## config.mk

```make
export PLATFORM = sky130hd
export DESIGN_NAME = i2s_tx_channel
export DESIGN_NICKNAME = d
export VERILOG_FILES = /design/src/rtl/i2s_tx_pkg.sv /design/src/rtl/i2s_tx_pair_fifo.sv /design/src/rtl/i2s_tx_pair_writer.sv /design/src/rtl/i2s_tx_serializer.sv /design/src/rtl/i2s_tx_channel.sv
export SDC_FILE = /design/constraint.sdc
export NUM_CORES = 1
export LEC_CHECK = 0
export BUFFER_PORTS_ARGS = -buffer_cell sky130_fd_sc_hd__clkbuf_2
export CAP_MARGIN = 20
export CORE_UTILIZATION = 63
export CTS_CLUSTER_DIAMETER = 80
export DETAILED_ROUTE_END_ITERATION = 7
export MAX_ROUTING_LAYER = met4
export PLACE_DENSITY = 0.78
export SYNTH_ARGS = -nofsm -noshare
export SYNTH_HDL_FRONTEND = slang
export SYNTH_HIERARCHICAL = 1
export SYNTH_SLANG_ARGS = --single-unit
```

## constraint.sdc

```tcl
create_clock -name clk -period 8.8 [get_ports clk]
set_input_delay 1.76 -clock clk [delete_from_list [all_inputs] [get_ports clk]]
set_output_delay 1.76 -clock clk [all_outputs]
set_load 0.005 [all_outputs]
```

## src/rtl/i2s_tx_pkg.sv

```systemverilog
package i2s_tx_pkg;
  localparam int SAMPLE_W  = 32;
  localparam int LEN_CODE_W = 3;
  localparam logic [LEN_CODE_W-1:0] LEN_CODE_MAX = 3'd5;
  localparam int LEN_BASE = 12;
  localparam int LEN_STEP = 4;

  // Number of data bits sent per slot for a word-length code.
  function automatic int word_bits(input logic [LEN_CODE_W-1:0] code);
    logic [LEN_CODE_W-1:0] c;
    c = (code > LEN_CODE_MAX) ? LEN_CODE_MAX : code;
    return LEN_BASE + LEN_STEP * int'(c);
  endfunction

  // Place the word's top bit at the MSB of the shift register.
  function automatic logic [SAMPLE_W-1:0] msb_align(input logic [SAMPLE_W-1:0] w,
                                                    input logic [LEN_CODE_W-1:0] code);
    return w << (SAMPLE_W - word_bits(code));
  endfunction

  // Empty-threshold test: occupancy at or below the level.
  function automatic logic level_reached(input int occupancy, input int level);
    return occupancy <= level;
  endfunction
endpackage

```

## src/rtl/i2s_tx_pair_fifo.sv

```systemverilog
module i2s_tx_pair_fifo #(
  parameter int DEPTH   = 16,
  parameter int ENTRY_W = 64,
  localparam int PTR_W  = (DEPTH > 1) ? $clog2(DEPTH) : 1,
  localparam int CNT_W  = $clog2(DEPTH + 1)
) (
  input  logic               clk,
  input  logic               rst_n,
  input  logic               clr,
  input  logic               push,
  input  logic [ENTRY_W-1:0] push_data,
  input  logic               pop,
  output logic [ENTRY_W-1:0] pop_data,
  output logic [CNT_W-1:0]   count,
  output logic               full,
  output logic               empty
);
  localparam logic [PTR_W-1:0] LAST_PTR = PTR_W'(DEPTH - 1);
  localparam logic [CNT_W-1:0] FULL_CNT = CNT_W'(DEPTH);

  logic [ENTRY_W-1:0] mem [DEPTH];
  logic [PTR_W-1:0]   wr_ptr, rd_ptr;
  logic               do_push, do_pop;

  assign full     = (count == FULL_CNT);
  assign empty    = (count == '0);
  assign do_push  = push && !full && !clr;
  assign do_pop   = pop && !empty && !clr;
  assign pop_data = mem[rd_ptr];

  always_ff @(posedge clk) begin
    if (do_push) mem[wr_ptr] <= push_data;
  end

  always_ff @(posedge clk or negedge rst_n) begin
    if (!rst_n) begin
      wr_ptr <= '0;
      rd_ptr <= '0;
      count  <= '0;
    end else if (clr) begin
      wr_ptr <= '0;
      rd_ptr <= '0;
      count  <= '0;
    end else begin
      if (do_push) wr_ptr <= (wr_ptr == LAST_PTR) ? '0 : wr_ptr + 1'b1;
      if (do_pop)  rd_ptr <= (rd_ptr == LAST_PTR) ? '0 : rd_ptr + 1'b1;
      case ({do_push, do_pop})
        2'b10:   count <= count + 1'b1;
        2'b01:   count <= count - 1'b1;
        default: count <= count;
      endcase
    end
  end
endmodule

```

## src/rtl/i2s_tx_pair_writer.sv

```systemverilog
module i2s_tx_pair_writer #(
  parameter int W = 32
) (
  input  logic           clk,
  input  logic           rst_n,
  input  logic           enable,
  input  logic           wr_left,
  input  logic           wr_right,
  input  logic [W-1:0]   wr_data,
  input  logic           fifo_full,
  input  logic           ovr_clr,
  output logic           commit_try,
  output logic           push,
  output logic [2*W-1:0] push_data,
  output logic           overrun
);
  logic [W-1:0] left_hold;
  logic         left_valid;

  assign commit_try = enable && wr_right && left_valid;
  assign push       = commit_try && !fifo_full;
  assign push_data  = {left_hold, wr_data};

  always_ff @(posedge clk or negedge rst_n) begin
    if (!rst_n) begin
      left_hold  <= '0;
      left_valid <= 1'b0;
    end else if (!enable) begin
      left_valid <= 1'b0;
    end else if (wr_left) begin
      left_hold  <= wr_data;
      left_valid <= 1'b1;
    end else if (wr_right) begin
      left_valid <= 1'b0;
    end
  end

  always_ff @(posedge clk or negedge rst_n) begin
    if (!rst_n)                       overrun <= 1'b0;
    else if (commit_try && fifo_full) overrun <= 1'b1;
    else if (ovr_clr)                 overrun <= 1'b0;
  end
endmodule

```

## src/rtl/i2s_tx_serializer.sv

```systemverilog
module i2s_tx_serializer
  import i2s_tx_pkg::*;
#(
  parameter int W = SAMPLE_W
) (
  input  logic                  clk,
  input  logic                  rst_n,
  input  logic                  active,
  input  logic                  bit_tick,
  input  logic                  ws,
  input  logic [LEN_CODE_W-1:0] len_code,
  input  logic                  fifo_empty,
  input  logic [2*W-1:0]        pair_data,
  output logic                  frame_start,
  output logic                  pop,
  output logic                  sd_out
);
  logic         ws_q;
  logic         have_pair;
  logic [W-1:0] right_buf;
  logic [W-1:0] shreg;
  logic [W-1:0] load_word;
  logic [W-1:0] aligned;
  logic         slot_start;

  assign slot_start  = bit_tick && (ws != ws_q);
  assign frame_start = slot_start && !ws;
  assign pop         = active && frame_start && !fifo_empty;

  always_comb begin
    if (!ws) load_word = fifo_empty ? '0 : pair_data[2*W-1:W];
    else     load_word = have_pair ? right_buf : '0;
    aligned = msb_align(load_word, len_code);
  end

  always_ff @(posedge clk or negedge rst_n) begin
    if (!rst_n)        ws_q <= 1'b1;
    else if (bit_tick) ws_q <= ws;
  end

  always_ff @(posedge clk or negedge rst_n) begin
    if (!rst_n) begin
      have_pair <= 1'b0;
      right_buf <= '0;
      shreg     <= '0;
      sd_out    <= 1'b0;
    end else if (!active) begin
      have_pair <= 1'b0;
      right_buf <= '0;
      shreg     <= '0;
      sd_out    <= 1'b0;
    end else if (slot_start) begin
      sd_out <= aligned[W-1];
      shreg  <= aligned << 1;
      if (!ws) begin
        have_pair <= !fifo_empty;
        right_buf <= pair_data[W-1:0];
      end
    end else if (bit_tick) begin
      sd_out <= shreg[W-1];
      shreg  <= shreg << 1;
    end
  end
endmodule

```

## src/rtl/i2s_tx_channel.sv

```systemverilog
module i2s_tx_channel
  import i2s_tx_pkg::*;
#(
  parameter int DEPTH = 16,
  parameter int LVL_W = 4
) (
  input  logic                  clk,
  input  logic                  rst_n,
  input  logic                  glob_en,
  input  logic                  blk_en,
  input  logic                  ch_en,
  input  logic                  flush,
  input  logic [LEN_CODE_W-1:0] word_len,
  input  logic [LVL_W-1:0]      empty_lvl,
  input  logic                  wr_left,
  input  logic                  wr_right,
  input  logic [SAMPLE_W-1:0]   wr_data,
  input  logic                  ovr_clr,
  input  logic                  bit_tick,
  input  logic                  ws,
  output logic                  sd_out,
  output logic                  empty_flag,
  output logic                  overrun
);
  localparam int CNT_W   = $clog2(DEPTH + 1);
  localparam int ENTRY_W = 2 * SAMPLE_W;

  // Named internal events, also observed by the bound checker.
  logic               active;
  logic               fifo_clr;
  logic               commit_try;
  logic               push_evt;
  logic               pop_evt;
  logic               frame_start;
  logic               fifo_full;
  logic               fifo_empty;
  logic [CNT_W-1:0]   fifo_count;
  logic [ENTRY_W-1:0] push_data;
  logic [ENTRY_W-1:0] head_pair;

  assign active     = glob_en && blk_en && ch_en;
  assign fifo_clr   = flush || !glob_en;
  assign empty_flag = level_reached(int'(fifo_count), int'(empty_lvl));

  i2s_tx_pair_writer #(.W(SAMPLE_W)) u_writer (
    .clk        (clk),
    .rst_n      (rst_n),
    .enable     (glob_en),
    .wr_left    (wr_left),
    .wr_right   (wr_right),
    .wr_data    (wr_data),
    .fifo_full  (fifo_full),
    .ovr_clr    (ovr_clr),
    .commit_try (commit_try),
    .push       (push_evt),
    .push_data  (push_data),
    .overrun    (overrun)
  );

  i2s_tx_pair_fifo #(.DEPTH(DEPTH), .ENTRY_W(ENTRY_W)) u_fifo (
    .clk       (clk),
    .rst_n     (rst_n),
    .clr       (fifo_clr),
    .push      (push_evt),
    .push_data (push_data),
    .pop       (pop_evt),
    .pop_data  (head_pair),
    .count     (fifo_count),
    .full      (fifo_full),
    .empty     (fifo_empty)
  );

  i2s_tx_serializer #(.W(SAMPLE_W)) u_ser (
    .clk         (clk),
    .rst_n       (rst_n),
    .active      (active),
    .bit_tick    (bit_tick),
    .ws          (ws),
    .len_code    (word_len),
    .fifo_empty  (fifo_empty),
    .pair_data   (head_pair),
    .frame_start (frame_start),
    .pop         (pop_evt),
    .sd_out      (sd_out)
  );
endmodule

```

Yosys cells after proc, flatten, opt, wreduce, memory -nomap -nowiden
Memories as Yosys holds them, arrays and structs flattened.
Index checks and enable logic that the tools add are counted.
{"block": "totals", "regBits": 114, "latch_bits": 0, "ramBits": 1024, "rom_bits": 0, "input_bits": 50, "out_inout_bits": 3, "wordCells": 89, "mem_count": 1}
{"block": "op_classes", "add_sub_neg": 6, "n_mul": 0, "div": 0, "n_lt_le_gt_ge": 2, "eq_ne": 10, "shift": 1, "n_mux": 31, "bitwise_logic": 0, "reduce_logical": 27}
{"name": "u_fifo.mem", "depth": 16, "word_bits": 64, "read_ports": 1, "rd_clocked_by_memory_dff": 0, "wr": 1, "line": "i2s_tx_pair_fifo.sv:21", "rtl": "logic [ENTRY_W-1:0] mem [DEPTH];"}
{"operator": "2-to-1 mux 32 bit", "count": 9}
{"operator": "left shift 32 x 32 -> 32 bit", "count": 1}
{"operator": "subtractor 7 x 32 -> 32 bit (first input constant)", "count": 1}
{"operator": "2-to-1 mux 4 bit", "count": 6}
{"operator": "logical AND 1 bit", "count": 14}
{"operator": "2-to-1 mux 1 bit", "count": 13}
{"operator": "case mux 5 bit (2 select lines)", "count": 1}
{"operator": "adder 4 x 1 -> 4 bit (second input constant)", "count": 2}
{"operator": "equality test 4 bit (second input constant)", "count": 2}
{"operator": "adder 4 x 5 -> 6 bit (first input constant)", "count": 1}
{"operator": "nonzero test 2 bit", "count": 3}
{"operator": "adder 5 x 1 -> 5 bit (second input constant)", "count": 1}
{"operator": "equality test 5 bit (second input constant)", "count": 1}
{"operator": "less-or-equal comparator 5 x 4 -> 1 bit", "count": 1}
{"operator": "logical NOT 1 bit", "count": 5}
{"operator": "logical NOT 5 bit", "count": 1}
{"operator": "2-to-1 mux 5 bit", "count": 1}
{"operator": "subtractor 5 x 1 -> 5 bit (second input constant)", "count": 1}
{"operator": "inequality test 2 bit (second input constant)", "count": 2}
{"operator": "AND reduction 2 bit", "count": 2}
{"operator": "> comparator 3 bit (second input constant)", "count": 1}
{"operator": "2-to-1 mux 3 bit", "count": 1}
{"operator": "inequality test 3 x 1 -> 1 bit (second input constant)", "count": 1}
{"operator": "inequality test 3 bit (second input constant)", "count": 1}
{"operator": "5 further kinds", "count": 5}

Longest topological paths before layout
{"block": "logic_depth", "ltp_word": 10, "depth_mapped": 13}

Modules after synthesis
Netlist, hierarchy kept.
{"module": "i2s_tx_pair_fifo", "instances": 1, "cells_each": 1962, "area_each_um2": 39888.3, "seq_area_each_um2": 31074.8}
{"module": "i2s_tx_serializer", "instances": 1, "cells_each": 509, "area_each_um2": 4322.9, "seq_area_each_um2": 1652.8}
{"module": "i2s_tx_pair_writer", "instances": 1, "cells_each": 108, "area_each_um2": 1675.4, "seq_area_each_um2": 850.8}
{"module": "i2s_tx_channel", "instances": 1, "cells_each": 17, "area_each_um2": 128.9, "seq_area_each_um2": 0.0}

Worst setup path after synthesis
Ideal clock, no wire load.
{"block": "synth_path", "path_type": "input to register", "startpoint": "input glob_en", "endpoint": "memory u_fifo.mem[3][0] (enable)", "setup_ps": 565, "arrival_ps": 7325, "required_time_ps": 8235, "path_slack_ps": 911, "stages": 6, "n_path_buf": 0, "cell_sequence": "and3_2 nor2b_1 inv_1 a211oi_1 nand2_1 nor3_1"}
{"block": "synth_via", "elab_chain_len": 7, "elab_cells_between_ends": 10, "cone_classes": "mux (2); reduce/logical (8)"}
{"element": "start: declaration", "line": "i2s_tx_channel.sv:9", "rtl": "input logic glob_en,"}
{"element": "logical AND 1 bit (2 in a row)", "line": "i2s_tx_pair_writer.sv:20", "rtl": "assign commit_try = enable && wr_right && left_valid;"}
{"element": "logical AND 1 bit", "line": "i2s_tx_pair_writer.sv:21", "rtl": "assign push = commit_try && !fifo_full;"}
{"element": "named net push_evt", "line": "i2s_tx_channel.sv:32", "rtl": "logic push_evt;"}
{"element": "logical AND 1 bit (2 in a row)", "line": "i2s_tx_pair_fifo.sv:27", "rtl": "assign do_push = push && !full && !clr;"}
{"element": "2-to-1 mux 1 bit", "line": "i2s_tx_pair_fifo.sv:32", "rtl": "if (do_push) mem[wr_ptr] <= push_data;"}
{"element": "2-to-1 mux 1 bit (not written as such)", "line": "i2s_tx_pair_fifo.sv:32"}
{"element": "end: declaration", "line": "i2s_tx_pair_fifo.sv:21"}
The timed path passes the listed nets, and every way through them passes these cells.

Worst setup path after layout
{"block": "layout_path", "startpoint": "input glob_en", "endpoint": "memory u_fifo.mem[15][1] (enable)"}
{"block": "layout_via", "elab_chain_len": 7, "elab_cells_between_ends": 10, "cone_classes": "mux (2); reduce/logical (8)"}
{"element": "logical AND 1 bit (2 in a row)", "line": "i2s_tx_pair_writer.sv:20"}
{"element": "named net commit_try", "line": "i2s_tx_channel.sv:31", "rtl": "logic commit_try;"}
{"element": "logical AND 1 bit", "line": "i2s_tx_pair_writer.sv:21"}
{"element": "named net push_evt", "line": "i2s_tx_channel.sv:32"}
{"element": "logical AND 1 bit (2 in a row)", "line": "i2s_tx_pair_fifo.sv:27"}
{"element": "2-to-1 mux 1 bit", "line": "i2s_tx_pair_fifo.sv:32"}
{"element": "2-to-1 mux 1 bit (not written as such)", "line": "i2s_tx_pair_fifo.sv:32"}
The timed path passes the listed nets, and every way through them passes these cells.

==> results.sh <==
export IMPL_antenna_left=0
export IMPL_path_delay_family="simple AND/OR/NAND/NOR gates"
export IMPL_cp_num_buf_inv=3
export IMPL_clock_tree_from_tritoncts="yes"
export IMPL_vdd_drop_max_v=0.0001968
export IMPL_mappedNetlistArea_sq_um=46020
export IMPL_final_net_count=2675
export IMPL_layout_area_overhead_vs_synth_pct=9.927
export IMPL_layout_cell_area_non_filler_sq_um=50580
export IMPL_coreArea_sq_um=71850
export IMPL_timing_critical_path_arrival_ns=5.64
export IMPL_worst_path_max_fanout=37
export IMPL_post_synth_inst_count=2596
export IMPL_drc=0
export IMPL_maxClockFrequency_mhz=187.7
export IMPL_die_x_microns=272.3
export IMPL_grt_remaining_overflow=0
export IMPL_clkLatencyLatePin_ns=0.70
export IMPL_n_fill_cell=4253
export IMPL_ys_seq_elements=1137
export IMPL_via_per_inst=6.989
export IMPL_grt_start_max_net_pins=113
export IMPL_critPathMaxStageDelay_ns=0.98
export IMPL_worst_slew_pin_slew_ns=1.151
export IMPL_numPortBuffers=52
export IMPL_synthFlopType="edfxtp_1"
export IMPL_num_rows=98
export IMPL_dp_final_hpwl_mm=59.77
export IMPL_tritoncts_num_buffers=108
export IMPL_worst_clock_skew_ns=0.05120
export IMPL_run_status="complete, no violations"
export IMPL_final_wirelength_mm=111.7
export IMPL_final_period_minus_worst_setup_slack_ns=5.329
export IMPL_setup_worst_path_end_class="flip-flop"
export IMPL_fin_crit_sh_pct=60.56
export IMPL_worstPathCellList="clkbuf_2, and3_2, nor2b_1, inv_1, a211oi_1, nand2_1, nor2_4, buf_4"
export IMPL_initialDrtViolationCount=3576
export IMPL_antenna_found_initial=4
export IMPL_p_total_w=0.01107
export IMPL_final_max_slew_violation_count=0
export IMPL_global_route_usage_total_pct=31.79
export IMPL_slowest_stage="nor2_4"
export IMPL_die_area_sq_um=74130
export IMPL_p_leak_nw=15.97
export IMPL_top_usage_layer="met2"
export IMPL_final_layout_size_suffix_gt1_share_pct=17.61
export IMPL_critPathRequiredTime_ns=9.11
export IMPL_cts_root_to_sink_buffers=3
export IMPL_cts_sink_count=1137
export IMPL_io_pins=53
export IMPL_ys_types=92
export IMPL_grt_setup_unrepaired="no"
export IMPL_setup_violations_final=0
export IMPL_post_cts_resized=0
export IMPL_synth_seq_area_share_pct=72.97
export IMPL_cts_hold_buffers=0
export IMPL_global_route_wire_length_before_repair_mm=166.5
export IMPL_hold_viol_final=0
export IMPL_placedInstanceArea_sq_um=46940
export IMPL_critPathKind="primary input to flip-flop"
export IMPL_start_kind="primary input"
export IMPL_max_slew_margin_rel_pct=23.12
export IMPL_post_synth_cell_area_avg_sq_um=17.73
export IMPL_cts_setup_buffers=0
export IMPL_finalWeightedCongestion=0.8901
export IMPL_timing_setup_tns_ns=0
export IMPL_synthesis_yosys_warnings=6
export IMPL_initial_core_utilization_pct=64.04
export IMPL_die_height_microns=272.3
export IMPL_cts_root_buf="clkbuf_16"
export IMPL_asyncSetResetFlopFracSynth_pct=9.938
export IMPL_first_global_vias=25590
export IMPL_max_cap_violations=0
export IMPL_route_vias_total=25560
export IMPL_synth_fp_nets=2660
export IMPL_per_cell_routed_wire_length_microns=30.55
export IMPL_globalRouteMet3Util_pct=5.298
export IMPL_grt_use_met2_pct=49.20
export IMPL_globalRouteMet1Util_pct=43.66
export IMPL_cts_max_level=3
export IMPL_drtPass1Iterations=8
export IMPL_worstHoldPathType="flip-flop to flip-flop"
export IMPL_clk_pin_slew_worst_paths_ns=0.06
export IMPL_synth_enable_flop_cells=1024
export IMPL_power_density_nw_per_um2=218.8
kinds of logic after synthesis:
| group | count (synthesis) | synth area share, % |
|---|---|---|
| xor gates and xnor gates | 5 | 0.1115 |
| DFF | 1137 | 72.97 |
| muxes | 444 | 13.50 |
| buffers and inverters | 219 | 2.482 |
| adders and majority gates | 14 | 0.3970 |
| and+or+nand+nor | 293 | 2.942 |
| AOI/OAI and AO/OA | 484 | 7.595 |
worst reg2reg max path, cell delays in order (launching register included):
cell and delay [ns]:
dfrtp_1 0.45, or4_1 0.35, nor2_1 0.11, nor2b_1 0.43, inv_1 0.18, a211oi_1 0.68, nand2_1 0.40, nor2_4 0.98
buf_4 0.76
layer usage:
metal  vias up  share of wire (%)
li1      10550                  -
met1     13010                 38
met2      1695                 48
met3       304                 11
met4         0                3.3
met5         -                  0
per-stage QoR:
stage | hold slack (ns) | cells | utilization [%] | worst slack, ns
6_report | 0.5201 | 3657 | 70.40 | 3.471
5_1_grt | 0.5473 | 3657 | 70.40 | 3.438
4_1_cts | 0.5244 | 3652 | 70.35 | 3.623
3_5_place_dp | 0.5119 | 3450 | 65.32 | 2.935
3_3_place_gp | 0.4986 | 3450 | 65.32 | 2.956
2_1_floorplan | 0.4869 | 2596 | - | 0.9109
flip-flops by register name (all words and copies together), names as in the netlist:
register / flops
u_fifo/mem: 1024
u_ser/right_buf: 32
u_writer/left_hold: 32
u_ser/shreg: 31
u_fifo/count: 5
u_fifo/rd_ptr: 4
u_fifo/wr_ptr: 4
u_ser/have_pair: 1
u_ser/sd_out: 1
u_ser/ws_q: 1
u_writer/left_valid: 1
u_writer/overrun: 1
cell usage in the layout, fill, tap and decap left out, types with 24 or more instances in the layout:
master     Yosys  routed
o21ai_0       99      99
a21oi_1       70      70
nor2_1        42      29
mux2_4        31      31
a221oi_1     133     133
dfrtp_1      112     108
buf_4         39      44
clkbuf_1      85      24
mux2i_1      276     276
a22oi_1       83      83
mux4_2       128     128
clkbuf_16      0     108
nand2_1      168     168
clkbuf_2       0      51
edfxtp_1    1024    1024
path summary, 6_finish.rpt:
| kind | start | to | slack (ns) | cells after the start |
|---|---|---|---|---|
| setup / recovery | glob_en | u_fifo/mem[15][1]$_DFFE_PP_ | 3.47 | 8 |
| hold / removal | u_writer/overrun$_DFFE_PN0P_ | u_writer/overrun$_DFFE_PN0P_ | 0.52 | 1 |
| setup reg to reg | u_fifo/count[1]$_DFFE_PN0P_ | u_fifo/mem[15][1]$_DFFE_PP_ | 4.05 | 8 |
| hold reg to reg | u_writer/overrun$_DFFE_PN0P_ | u_writer/overrun$_DFFE_PN0P_ | 0.52 | 1 |
| max in group asynchronous | rst_n | u_fifo/rd_ptr[1]$_DFFE_PN0P_ | 6.16 | 2 |
| min in group asynchronous | rst_n | u_fifo/wr_ptr[0]$_DFFE_PN0P_ | 1.05 | 1 |
final cells by class:
cell class	count	area (sq um)	share of cell area, %
Antenna cell	4	10.01	0.01979
Clock buffer	136	2848	5.630
Clock inverter	66	762.0	1.506
Inverter	25	95.09	0.1880
Multi-Input combinational cell	1240	11420	22.59
Sequential cell	1137	33590	66.41
Tap cell	950	1189	2.350
Timing Repair Buffer	99	664.4	1.313
synth_stat cells, types with 5 or more instances:
| library cell | instances | area, sq um |
|---|---|---|
| buf_1 | 7 | 26.28 |
| nand3_1 | 11 | 55.05 |
| mux2_2 | 6 | 67.56 |
| edfxtp_1 | 1024 | 30750 |
| a221oi_1 | 133 | 1165 |
| buf_6 | 5 | 56.30 |
| o211ai_1 | 6 | 45.04 |
| mux2_4 | 31 | 465.5 |
| mux4_2 | 128 | 2883 |
| a21oi_1 | 70 | 350.3 |
| dfrtp_1 | 112 | 2803 |
| ha_1 | 13 | 162.7 |
| nor4b_1 | 5 | 43.79 |
| a22oi_1 | 83 | 623.1 |
| a22oi_2 | 5 | 62.56 |
| buf_4 | 39 | 292.8 |
| a31oi_1 | 15 | 93.84 |
| nor2b_1 | 8 | 50.05 |
| clkbuf_1 | 85 | 319.1 |
| nand4_1 | 7 | 43.79 |
| nand2b_1 | 7 | 43.79 |
| nor2_1 | 42 | 157.7 |
| nand2_1 | 168 | 630.6 |
| o22ai_1 | 12 | 75.07 |
| o21ai_0 | 99 | 495.5 |
| nor3_1 | 14 | 70.07 |
| inv_1 | 23 | 86.33 |
| mux2i_1 | 276 | 2763 |
| and3_1 | 8 | 50.05 |
| buf_2 | 53 | 265.3 |
power breakdown:
group          switching (W)  internal, W  total, W  leakage (nW)
combinational       0.000184    0.0000833  0.000267          3.51
clock                0.00197      0.00274   0.00471          1.76
sequential          0.000107      0.00599   0.00610          10.7
Power figures use the tool's default switching activity.
